<file path="config.mk">
export PLATFORM = sky130hd
export DESIGN_NAME = sts_ready_irq
export DESIGN_NICKNAME = d
export VERILOG_FILES = /design/src/rtl/sts_pkg.sv /design/src/rtl/sts_rst_sync.sv /design/src/rtl/sts_cfg_reg.sv /design/src/rtl/sts_pulse_timer.sv /design/src/rtl/sts_ready_irq.sv
export SDC_FILE = /design/constraint.sdc
export NUM_CORES = 1
export LEC_CHECK = 0
export ABC_AREA = 1
export ABC_CLOCK_PERIOD_IN_PS = 1700
export BUFFER_PORTS_ARGS = -buffer_cell sky130_fd_sc_hd__buf_2
export CORE_AREA = 2 2 39 41
export CTS_CLUSTER_SIZE = 8
export DETAILED_ROUTE_END_ITERATION = 8
export DIE_AREA = 0 0 41 43
export PLACE_DENSITY = 0.58
export SKIP_CTS_REPAIR_TIMING = 1
export SLEW_MARGIN = 20
export SYNTH_ARGS = -nofsm -noshare
export SYNTH_HDL_FRONTEND = slang
export SYNTH_HIERARCHICAL = 1
export SYNTH_SLANG_ARGS = --single-unit
</file>
<file path="constraint.sdc">
create_clock -name clk -period 1.7 [get_ports clk]
set_clock_uncertainty 0.1 [all_clocks]
set_input_delay 0.255 -clock clk [delete_from_list [all_inputs] [get_ports clk]]
set_output_delay 0.255 -clock clk [all_outputs]
set_load 0.01 [all_outputs]
</file>
<file path="src/rtl/sts_pkg.sv">
package sts_pkg;
  // Event enables taken from the two low bits of a configuration code
  typedef struct packed {
    logic prog_en;   // code bit 1
    logic erase_en;  // code bit 0
  } sts_cfg_t;

  function automatic logic cfg_is_level(input sts_cfg_t c);
    return !(c.prog_en || c.erase_en);
  endfunction
endpackage

</file>
<file path="src/rtl/sts_rst_sync.sv">
module sts_rst_sync #(
  parameter int STAGES = 2
) (
  input  logic clk,
  input  logic rst_n,
  output logic rst_sync_n
);
  logic [STAGES-1:0] sync_q;
  logic [STAGES-1:0] sync_d;

  always_comb begin
    sync_d = {sync_q[STAGES-2:0], 1'b1};
  end

  always_ff @(posedge clk or negedge rst_n) begin
    if (!rst_n) sync_q <= '0;
    else        sync_q <= sync_d;
  end

  assign rst_sync_n = sync_q[STAGES-1];
endmodule

</file>
<file path="src/rtl/sts_cfg_reg.sv">
module sts_cfg_reg
  import sts_pkg::*;
(
  input  logic     clk,
  input  logic     rst_n,
  input  logic     cfg_we,
  input  logic [1:0] code_lo,
  output sts_cfg_t cfg
);
  sts_cfg_t cfg_q;
  sts_cfg_t cfg_d;

  always_comb begin
    cfg_d = cfg_q;
    if (cfg_we) begin
      cfg_d.erase_en = code_lo[0];
      cfg_d.prog_en  = code_lo[1];
    end
  end

  always_ff @(posedge clk or negedge rst_n) begin
    if (!rst_n) cfg_q <= '0;
    else        cfg_q <= cfg_d;
  end

  assign cfg = cfg_q;


  cfg_load_chk: assert property (@(posedge clk) disable iff (!rst_n)
    cfg_we |=> (cfg == $past(code_lo)));


  cfg_hold_chk: assert property (@(posedge clk) disable iff (!rst_n)
    !cfg_we |=> $stable(cfg));
endmodule

</file>
<file path="src/rtl/sts_pulse_timer.sv">
module sts_pulse_timer #(
  parameter int PULSE_LEN = 4,
  localparam int CNT_W = $clog2(PULSE_LEN + 1)
) (
  input  logic clk,
  input  logic rst_n,
  input  logic fire,
  output logic active
);
  logic [CNT_W-1:0] cnt_q;
  logic [CNT_W-1:0] cnt_d;
  logic             cnt_en;

  always_comb begin
    cnt_en = fire || (cnt_q != '0);
    cnt_d  = cnt_q;
    if (fire)               cnt_d = CNT_W'(PULSE_LEN);
    else if (cnt_q != '0)   cnt_d = cnt_q - 1'b1;
  end

  always_ff @(posedge clk or negedge rst_n) begin
    if (!rst_n)      cnt_q <= '0;
    else if (cnt_en) cnt_q <= cnt_d;
  end

  assign active = (cnt_q != '0);


  restart_chk: assert property (@(posedge clk) disable iff (!rst_n)
    fire |=> (cnt_q == CNT_W'(PULSE_LEN)));


  countdown_chk: assert property (@(posedge clk) disable iff (!rst_n)
    (!fire && active) |=> (cnt_q == $past(cnt_q) - 1'b1));
endmodule

</file>
<file path="src/rtl/sts_ready_irq.sv">
module sts_ready_irq
  import sts_pkg::*;
#(
  parameter int PULSE_LEN = 4,
  parameter int CODE_W    = 8
) (
  input  logic              clk,
  input  logic              rst_n,
  input  logic              eng_busy,
  input  logic              eng_susp,
  input  logic              prog_done,
  input  logic              erase_done,
  input  logic              cfg_we,
  input  logic [CODE_W-1:0] cfg_code,
  output logic              sts_pin
);
  logic     int_rst_n;
  sts_cfg_t cfg;
  logic     fire;
  logic     pulse_on;
  logic     level_mode;
  logic     unused_code_hi;

  // only the two low code bits reach the configuration register
  assign unused_code_hi = ^cfg_code[CODE_W-1:2];

  sts_rst_sync #(.STAGES(2)) u_rst (
    .clk(clk), .rst_n(rst_n), .rst_sync_n(int_rst_n)
  );

  sts_cfg_reg u_cfg (
    .clk(clk), .rst_n(int_rst_n), .cfg_we(cfg_we),
    .code_lo(cfg_code[1:0]), .cfg(cfg)
  );

  always_comb begin
    fire = (cfg.erase_en && erase_done) || (cfg.prog_en && prog_done);
  end

  sts_pulse_timer #(.PULSE_LEN(PULSE_LEN)) u_tmr (
    .clk(clk), .rst_n(int_rst_n), .fire(fire), .active(pulse_on)
  );

  always_comb begin
    level_mode = cfg_is_level(cfg);
    if (level_mode) sts_pin = !(eng_busy && !eng_susp);
    else            sts_pin = !pulse_on;
  end


  pulse_cause_chk: assert property (@(posedge clk) disable iff (!int_rst_n)
    (!level_mode && $past(!level_mode) && $fell(sts_pin)) |-> $past(fire));
endmodule

</file>
==> metrics.md <==
| Metric | Value |
|---|---|
| Status | `complete, no violations` |
| Via count of the first global-routing pass | `276` |
| Yosys cell types | `11` |
| RSZ-0062 raised after global routing | `false` |
| Diodes inserted | `0` |
| Initial core utilization | `24.7%` |
| Critical R2R Launch | `u_tmr/cnt_q[0]` |
| Max incr delay on CP | `0.39 ns` |
| Max Slew Vio Count | `0` |
| Hold Violations, Final | `0` |
| CTS Buf Count | `3` |
| Power Dens Cells | `1350 mW/mm²` |
| Initial DRC count | `1` |
| Clk sinks | `7` |
| Setup crit start kind | `register` |
| Total grt overflow | `0` |
| Worst Hold Launch | `cfg_code[0]` |
| Met3 WL | `20 µm` |
| Most frequent cells in the layout | `nand2_1 (16), buf_2 (9), dfrtp_1 (7), inv_1 (4), nor2_1 (4)` |
| FMAX | `0.622 GHz` |
| Total number of vias | `292` |
| Final nets | `76` |
| Pre-antenna DRT Iters | `2` |
| Ys Warns | `6` |
| Worst skew pair latency | `0.24 ns` |
| Register area share after synthesis | `51.3%` |
| IR drop worst, VDD | `0.522 mV` |
| Layout cells sized above 1 | `29.3%` |
| Tmin final | `1.61 ns` |
| Syn Area/Cell | `7.94 µm²` |
| Final WL | `569 µm` |
| Die width | `41 µm` |
| CTS H-Tree Depth | `1` |
| CTS tree | `yes` |
| Met1 wire length | `253 µm` |
| Routed wl met2 | `294 µm` |
| Leakage | `0.261 nW` |
| CP arrival | `1.25 ns` |
| Critical Path Start | `u_tmr/cnt_q[0]` |
| Most common cell after layout, fill and taps aside | `nand2_1` |
| GR Util All Layers | `8.54%` |
| Largest fanout on the critical path | `4` |
| Slowest cell on crit path | `dfrtp_1` |
| Yosys reg bits | `7` |
| Drt via density | `3.95` |
| Die area | `0.00176 mm²` |
| WP data required | `1.34 ns` |
| Uppermost layer routed | `met3` |
| Drc violations | `0` |
| Drt wl/cell | `7.69 µm` |
| Tightest Hold Check Type | `primary input to register` |
| Layout area overhead | `36.3%` |
| Core box area | `0.00138 mm²` |
| Largest net degree at the start of global routing | `6` |
| I/O Pins | `16` |
| Detail Placement HPWL | `477 µm` |
| # rows | `14` |
| Post-route cell area | `465 µm²` |
| Deepest clock path buffer count | `2` |
| Die Span Y | `43 µm` |
| First-pass GRT wire length | `1020 µm` |
| Number of routed nets with antenna violations | `0` |
| Post-Syn Nets | `60` |
| IO buf count | `9` |
| Final Total Pwr | `0.000627 W` |
| Clock slew at reported path FFs | `0.05 ns` |
| Initial antenna violation count | `0` |
| Max-Cap Viols | `0` |
| CP Capture Type | `primary output` |
| Critical path cell sequence | `inv_2 > ha_4 > nand2_2 > o21bai_1 > nand2_1 > buf_2` |
| Setup violations, final | `0` |
| Mapped Cells | `43` |
| Final worst-path cycle share | `94.6%` |
| Setup Crit Path Kind | `register to primary output` |
| DP Area | `407 µm²` |
| Synth Cell Area | `342 µm²` |
| Root buffer cell | `clkbuf_4` |
| Final Wtd Congestion | `0.671` |
-- synth_stat cells --
| library cell | number | share of area (%) |
|---|---|---|
| nand4_1 | 2 | 3.7 |
| ha_1 | 2 | 7.3 |
| inv_1 | 6 | 6.6 |
| nor2_1 | 4 | 4.4 |
| inv_2 | 1 | 1.1 |
| dfrtp_1 | 7 | 51 |
| conb_1 | 1 | 1.1 |
| nand2_2 | 1 | 1.8 |
| nand2_1 | 16 | 18 |
| o21bai_1 | 1 | 2.2 |
| nand3_1 | 2 | 2.9 |
-- layer usage --
metal	vias up	global-route usage, %
li1	160	-
met1	128	9.36
met2	4	13.8
met3	0	1.57
met4	0	6.00
met5	-	0
-- final cells by class --
type	count	area, µm²
Inverter	7	26.3
Multi-Input combinational cell	29	153
Clock buffer	4	26.3
Tap cell	16	20.0
Sequential cell	7	175
Fill cell	156	918
Timing Repair Buffer	11	65.1
-- worst max-delay path: cells and delay by family (launching register included) --
family / cells / cell delay (ns)
AOI/OAI and AO/OA: 1 / 0.15
adders and majority gates: 1 / 0.15
buffers and inverters: 2 / 0.21
DFF: 1 / 0.39
and+or+nand+nor: 2 / 0.12
-- state kept, by name, indices dropped and copies added, names as in the netlist --
| signal | cells |
|---|---|
| u_rst/sync_q | 2 |
| u_cfg/cfg | 2 |
| u_tmr/cnt_q | 3 |
-- cells by family after synthesis --
family	after synthesis	share of synthesized area [%]
flops	7	51.3
compound gates	1	2.20
simple gates	25	30.4
other cells	1	1.10
fa+ha+maj	2	7.32
buf+inv	7	7.69
-- power breakdown --
group / switching, W / internal [W]
combinational: 0.000137 / 0.000111
sequential: 0.0000286 / 0.000209
clock: 0.0000535 / 0.0000891
total: 0.000219 / 0.000408
-- path summary, 6_finish.rpt --
check | endpoint | slack, ns | cells after the start
worst max register to register | u_tmr/cnt_q[2] | 0.65 | 5
worst min-delay path | u_cfg/cfg[0] | 0.11 | 3
worst max-delay path | sts_pin | 0.09 | 6
min in group asynchronous | u_rst/sync_q[1] | 0.22 | 2
worst min register to register | u_rst/sync_q[1] | 0.26 | 0
max in group asynchronous | u_tmr/cnt_q[0] | 0.81 | 1
-- metrics by stage --
stage	utilization (%)	setup WS [ns]	cells	setup TNS [ns]	hold slack, ns
floorplan	-	0.390	43	0	-0.141
global placement	29.4	0.266	68	0	-0.0586
detailed placement	29.4	0.235	68	0	-0.0575
CTS	31.3	-0.0384	72	-0.0384	-0.326
global route	33.6	0.0129	74	0	0.149
finish	33.6	0.0911	74	0	0.113
Power figures use the tool's default switching activity.
